File: config.mk
export PLATFORM = sky130hd
export DESIGN_NAME = uart_irq_ident
export DESIGN_NICKNAME = d
export VERILOG_FILES = /design/src/rtl/uart_irq_pkg.sv /design/src/rtl/uart_irq_ctrl.sv /design/src/rtl/uart_irq_datapath.sv /design/src/rtl/uart_irq_ident.sv
export SDC_FILE = /design/constraint.sdc
export NUM_CORES = 1
export LEC_CHECK = 0
export ABC_AREA = 1
export BUFFER_PORTS_ARGS = -buffer_cell sky130_fd_sc_hd__buf_2
export CAP_MARGIN = 20
export CORE_MARGIN = 10
export CORE_UTILIZATION = 33
export DETAILED_ROUTE_END_ITERATION = 10
export PLACE_DENSITY_LB_ADDON = 0.2
export RECOVER_POWER = 50
export SYNTH_ARGS = -nofsm -noshare
export SYNTH_HDL_FRONTEND = slang
export SYNTH_SLANG_ARGS = --single-unit
export TNS_END_PERCENT = 10
File: constraint.sdc
create_clock -name clk -period 0.8 [get_ports clk]
set_input_delay 0.16 -clock clk [delete_from_list [all_inputs] [get_ports clk]]
set_output_delay 0.16 -clock clk [all_outputs]
set_load 0.01 [all_outputs]
File: src/rtl/uart_irq_pkg.sv
package uart_irq_pkg;

  localparam int MASK_RX    = 0;
  localparam int MASK_TX    = 1;
  localparam int MASK_LINE  = 2;
  localparam int MASK_MODEM = 3;

  localparam logic [3:0] NIB_LINE    = 4'b0110;
  localparam logic [3:0] NIB_TIMEOUT = 4'b1100;
  localparam logic [3:0] NIB_RX      = 4'b0100;
  localparam logic [3:0] NIB_TX      = 4'b0010;
  localparam logic [3:0] NIB_MODEM   = 4'b0000;
  localparam logic [3:0] NIB_NONE    = 4'b0001;

  typedef struct packed {
    logic holdId;
    logic loadMask;
  } ctrlStrobes_t;

  typedef struct packed {
    logic line;
    logic rxData;
    logic rxTimeout;
    logic txEmpty;
    logic modem;
  } condVec_t;

endpackage

File: src/rtl/uart_irq_ctrl.sv
module uart_irq_ctrl
  import uart_irq_pkg::*;
(
  input  logic         idRead,
  input  logic         maskWr,
  output ctrlStrobes_t strobes
);

  always_comb begin
    strobes.holdId   = idRead;
    strobes.loadMask = maskWr;
  end

endmodule

File: src/rtl/uart_irq_datapath.sv
module uart_irq_datapath
  import uart_irq_pkg::*;
#(
  parameter int DATA_W = 8,
  parameter int MASK_W = 4
)(
  input  logic              clk,
  input  logic              rstN,
  input  ctrlStrobes_t      ctrl,
  input  logic [DATA_W-1:0] wdata,
  input  logic              fifoMode,
  input  condVec_t          cond,
  output logic [DATA_W-1:0] maskOut,
  output logic [DATA_W-1:0] idOut,
  output logic              irqOut
);

  localparam int PAD_W = DATA_W - MASK_W;
  localparam logic [DATA_W-1:0] ID_RESET = {{(DATA_W-1){1'b0}}, 1'b1};

  logic [MASK_W-1:0] maskReg;
  logic [DATA_W-1:0] idReg;
  logic [DATA_W-1:0] idNext;
  logic [3:0]        nibble;
  logic              pLine, pTimeout, pRx, pTx, pModem;

  always_ff @(posedge clk or negedge rstN) begin
    if (!rstN) maskReg <= '0;
    else if (ctrl.loadMask) maskReg <= wdata[MASK_W-1:0];
  end

  assign maskOut = {{PAD_W{1'b0}}, maskReg};

  always_comb begin
    pLine    = cond.line      & maskReg[MASK_LINE];
    pTimeout = cond.rxTimeout & fifoMode & maskReg[MASK_RX];
    pRx      = cond.rxData    & maskReg[MASK_RX];
    pTx      = cond.txEmpty   & maskReg[MASK_TX];
    pModem   = cond.modem     & maskReg[MASK_MODEM];
  end

  assign irqOut = pLine | pTimeout | pRx | pTx | pModem;

  always_comb begin
    if (pLine)         nibble = NIB_LINE;
    else if (pTimeout) nibble = NIB_TIMEOUT;
    else if (pRx)      nibble = NIB_RX;
    else if (pTx)      nibble = NIB_TX;
    else if (pModem)   nibble = NIB_MODEM;
    else               nibble = NIB_NONE;
    idNext = '0;
    idNext[3:0] = nibble;
    idNext[DATA_W-1] = fifoMode;
    idNext[DATA_W-2] = fifoMode;
  end

  always_ff @(posedge clk or negedge rstN) begin
    if (!rstN) idReg <= ID_RESET;
    else if (!ctrl.holdId) idReg <= idNext;
  end

  assign idOut = idReg;

  AST_HOLD_STABLE: assert property (@(posedge clk) disable iff (!rstN)
    ctrl.holdId |=> $stable(idReg)) else $error("hold broken");

  AST_PEND_FLAG: assert property (@(posedge clk) disable iff (!rstN)
    !ctrl.holdId |=> (idReg[0] == !$past(irqOut))) else $error("bit0 mismatch");

  AST_TIMEOUT_MODE: assert property (@(posedge clk) disable iff (!rstN)
    idReg[3] |-> (idReg[2] && idReg[DATA_W-1] && idReg[DATA_W-2])) else $error("timeout code");

  AST_MASKED_QUIET: assert property (@(posedge clk) disable iff (!rstN)
    (maskReg == '0) |-> !irqOut) else $error("irq with mask clear");

  AST_RSVD_ZERO: assert property (@(posedge clk) disable iff (!rstN)
    !ctrl.holdId |=> (idReg[5:4] == 2'b00 && idReg[DATA_W-1] == $past(fifoMode))) else $error("upper bits");

endmodule

File: src/rtl/uart_irq_ident.sv
module uart_irq_ident
  import uart_irq_pkg::*;
#(
  parameter int DATA_W = 8,
  parameter int MASK_W = 4
)(
  input  logic              clk,
  input  logic              rstN,
  input  logic              fifoMode,
  input  logic              condLine,
  input  logic              condRxData,
  input  logic              condRxTimeout,
  input  logic              condTxEmpty,
  input  logic              condModem,
  input  logic              maskWr,
  input  logic [DATA_W-1:0] maskWdata,
  input  logic              idRead,
  output logic [DATA_W-1:0] maskRdata,
  output logic [DATA_W-1:0] idByte,
  output logic              irqOut
);

  ctrlStrobes_t strobes;
  condVec_t     condBus;

  assign condBus = '{line: condLine, rxData: condRxData, rxTimeout: condRxTimeout,
                     txEmpty: condTxEmpty, modem: condModem};

  uart_irq_ctrl u_ctrl (
    .idRead  (idRead),
    .maskWr  (maskWr),
    .strobes (strobes)
  );

  uart_irq_datapath #(.DATA_W(DATA_W), .MASK_W(MASK_W)) u_dp (
    .clk      (clk),
    .rstN     (rstN),
    .ctrl     (strobes),
    .wdata    (maskWdata),
    .fifoMode (fifoMode),
    .cond     (condBus),
    .maskOut  (maskRdata),
    .idOut    (idByte),
    .irqOut   (irqOut)
  );

endmodule

# --- Word-level counts from Yosys, hierarchy flattened ---
# Index checks and enable logic that the tools add are counted.
op_classes:
  n_addsub: 0
  n_mul: 0
  n_div: 0
  magnitude_cmp: 0
  eq_ne: 0
  shifts: 0
  n_mux: 5
  bitwise: 10
  n_reduce_logical: 0
op_table:
  columns: ["cell", "count"]
  rows:
  - ["4-bit 2-to-1 mux", 4]
  - ["1-bit AND", 6]
  - ["1-bit OR", 4]
  - ["1-bit 2-to-1 mux", 1]
totals:
  reg_bits: 9
  latch_bits: 0
  mem_bits_rw: 0
  romBits: 0
  inputBits: 18
  wordCells: 17
  memories: 0

# --- Depth between registers and ports, before layout ---
logic_depth:
  depth_word: 6
  ltp_mapped: 5

# --- By module ---
# Synthesis repeated with hierarchy kept, for this count alone.
hier_totals:
  cells_unflattened: 50
  area_unflattened_um2: 460.4
by_module_without_submodules:
  columns: ["mod", "n_inst", "cells_each", "area_each_um2", "seq_area_each_um2"]
  rows:
  - ["uart_irq_datapath", 1, 48, 445.4, 226.5]
  - ["uart_irq_ctrl", 1, 2, 15.0, 0.0]

# --- Worst setup path before layout ---
# No wires, ideal clock.
synth_path:
  path_kind: "register to output"
  start: "reg u_dp.maskReg[0]"
  end: "out irqOut"
  arrival_time_ns: 0.744
  setup_slack_ns: -0.104
  stages_incl_launch_ff: 5
  cell_sequence: "dfrtp_1 -> nand3_1 -> nand2_1 -> inv_1 -> nand2_1"
synth_between:
  elab_chain_len: 5
  elab_cells_between_ends: 6
  classes_between: "6 x bitwise"
synth_rtl:
  columns: ["element", "line_no", "source"]
  rows:
  - ["start, declared", "uart_irq_datapath.sv:21", "logic [MASK_W-1:0] maskReg;"]
  - ["start signal, assigned", "uart_irq_datapath.sv:29", "else if (ctrl.loadMask) maskReg <= wdata[MASK_W-1:0];"]
  - ["1-bit AND", "uart_irq_datapath.sv:36", "pTimeout = cond.rxTimeout & fifoMode & maskReg[MASK_RX];"]
  - ["1-bit OR", "uart_irq_datapath.sv:42", "assign irqOut = pLine | pTimeout | pRx | pTx | pModem;"]
  - ["1-bit OR * (3 in a row)", "uart_irq_datapath.sv:42", null]
  - ["end, declared", "uart_irq_ident.sv:20", "output logic irqOut"]
# Mark *: on every way between the ends. The rest lies on a longest branch, timed or not.

# --- Worst setup path after layout ---
layout_path:
  start: "reg u_dp.maskReg[2]"
  end: "out irqOut"
layout_between:
  elab_chain_len: 5
layout_rtl:
  columns: ["element", "line_no", "source"]
  rows:
  - ["1-bit AND", "uart_irq_datapath.sv:35", "pLine = cond.line & maskReg[MASK_LINE];"]
  - ["1-bit OR (4 in a row)", "uart_irq_datapath.sv:42", null]
# No other way between the ends.

==> impl_metrics.json <==
{
  "outcome": "finished with violations",
  "violations": "negative setup slack",
  "grt_max_degree": 10,
  "fmax_mhz": 822,
  "fin_tns_setup_ns": -3.16,
  "final_cell_mix": "buf_2 (18), nand2_1 (10), buf_4 (8), dfrtp_1 (8), buf_6 (7)",
  "post_synth_num_cell_types": 16,
  "cp.required_ns": 0.64,
  "post_drt_wl_per_cell_um": 11.1,
  "port_buffers": 24,
  "die_height_um": 57.3,
  "cp-start-kind": "flop",
  "crit_start": "u_dp.maskReg[2]",
  "drive_gt1_share_pct": 61.2,
  "numClockSinks": 9,
  "grt_antenna_before_repair": 0,
  "design_area_um2": 723,
  "postSynthCellCount": 48,
  "ant_nets": 0,
  "rr_worst_depth": 3,
  "hold_end": "u_dp.maskReg[0]",
  "r2r_slack_ns": -0.19,
  "maxCapViolCount": 0,
  "critPathArrivalTime_ns": 1.06,
  "antenna_cells": 0,
  "nNetsFinal": 104,
  "grt_use_total_pct": 7.24,
  "r2r-end": "u_dp.maskReg[2]",
  "hold_depth": 2,
  "die-width_um": 57.3,
  "power_mw": 1.26,
  "placedInstanceArea_um2": 637,
  "dr_total_vias": 414,
  "setup.worst_path.end_class": "output pin",
  "post-route-period-util_pct": 152,
  "cts_htree_levels": 1,
  "fin_ws_ns": -0.417,
  "syn_area_per_cell_um2": 9.57,
  "placed_cells": 94,
  "hold_violations": 0,
  "p_per_area_nw_per_um2": 1740,
  "drtIter0Drc": 11,
  "yosysTopAreaCell": "dfrtp_1",
  "start_util_pct": 35.3,
  "syn_area_um2": 459,
  "seq_area_frac_synth_pct": 49.3,
  "cts_buffers": 3,
  "firstDrtPassIters": 4,
  "peakVddDrop_mv": 1.11,
  "place_congestion": 0.676,
  "area_growth_pct": 57.5,
  "rows": 13,
  "worstSetupPathType": "flop to output pin",
  "slew_viol_final": 0,
  "cts_root_buffer": "clkbuf_4",
  "pin_count": 35,
  "route.detailed.drc": 0,
  "cts_tree": "done",
  "grt_setup_unrepaired": "yes",
  "critPathMaxFanout": 2,
  "setup_violations": 19,
  "grt_pass1_vias": 417,
  "overflow": 0,
  "hp-class": "primary input to flop",
  "cellLeakagePower_nw": 0.393,
  "period_minus_slack_ns": 1.22,
  "synth_seq_cells": 9,
  "synth_top_area_share_pct": 43.6,
  "finClkSkew_ns": 0.000325,
  "drt_wl_total_mm": 1.11,
  "clk_path_buf_depth": 2,
  "pre_cts_ws_ns": -0.149,
  "clk_pin_slew_worst_paths_ns": 0.06,
  "synth_area_leaders": "dfrtp_1 (44%), buf_4 (11%), mux2_2 (9.8%), nand2_1 (9.8%), dfstp_2 (5.7%)",
  "whs_ns": 0.130,
  "final_util_pct": 55.6,
  "grt_pass1_wl_mm": 1.84,
  "worstSkewPairLatency_ns": 0.26,
  "layout.cells.non_filler": 100,
  "hold_start": "maskWdata[0]",
  "dieArea_um2": 3280,
  "mostFrequentLayoutCell": "buf_2",
  "reg2reg_from": "u_dp.maskReg[2]",
  "core_um2": 1300,
  "vias_per_cell": 4.14,
  "yosysWarnings": 0
}
worst max path at each step:
stage	endpoint	cells past startpoint	slack, ns
floorplan	irqOut	4	-0.10
global placement	irqOut	5	-0.15
detailed placement	irqOut	5	-0.15
CTS	irqOut	5	-0.44
global route	irqOut	5	-0.50
finish	irqOut	5	-0.42
worst max-delay path, cell delays in order, from the launching register on:
cell	delay (ns)
dfrtp_1	0.39
nand2_2	0.07
nand2_1	0.05
nor2_2	0.10
nand2_1	0.06
buf_2	0.13
synthesized netlist by cell type (all sizes together):
cell type / count
nand2: 14
dfrtp: 8
buf: 7
inv: 4
mux2: 4
nor2: 3
a21oi: 2
nand3: 2
conb: 1
dfstp: 1
nand3b: 1
o21ai: 1
cell families (layout without fill, tap and decap cells):
logic type	Yosys count	in the layout	share of synthesized area [%]
buffers and inverters	11	43	14.7
AO/OA/AOI/OAI	3	3	4.90
multiplexers	4	4	9.81
flip-flops	9	9	49.3
other	1	6	0.817
AND/OR/NAND/NOR	20	20	20.4
flip-flops by register name, summed over array words and instances, names as in the netlist:
name          count
u_dp.maskReg      4
u_dp.idOut        5
routing by layer:
metal  wire [um]  track usage, %  vias up  part of all wire (%)
li1            -               -      210                     -
met1         428            7.19      180                    39
met2         484            9.30       24                    44
met3         196            8.19        0                    18
met4           0            3.02        0                     0
met5           0               0        -                     0
layout make-up:
class | count | area, um2
flip-flops and latches | 9 | 226
repair buffers | 35 | 243
multi-input cells | 33 | 194
well taps | 15 | 18.8
clock buffers | 4 | 26.3
fillers | 149 | 578
inverters | 4 | 15.0
where the power goes:
| group | switching, mW | internal [mW] | total [mW] |
|---|---|---|---|
| clock network | 0.153 | 0.192 | 0.345 |
| logic | 0.167 | 0.207 | 0.374 |
| registers | 0.0298 | 0.509 | 0.539 |
timing repair:
action,CTS,global route
setup endpoints to repair,19,19
resized for setup,8,3
hold endpoints to repair,9,0
pin swaps,1,0
cloned,0,0
setup buffers,1,0
hold buffers,1,0
Note: power is estimated with default switching activity, not from simulation.
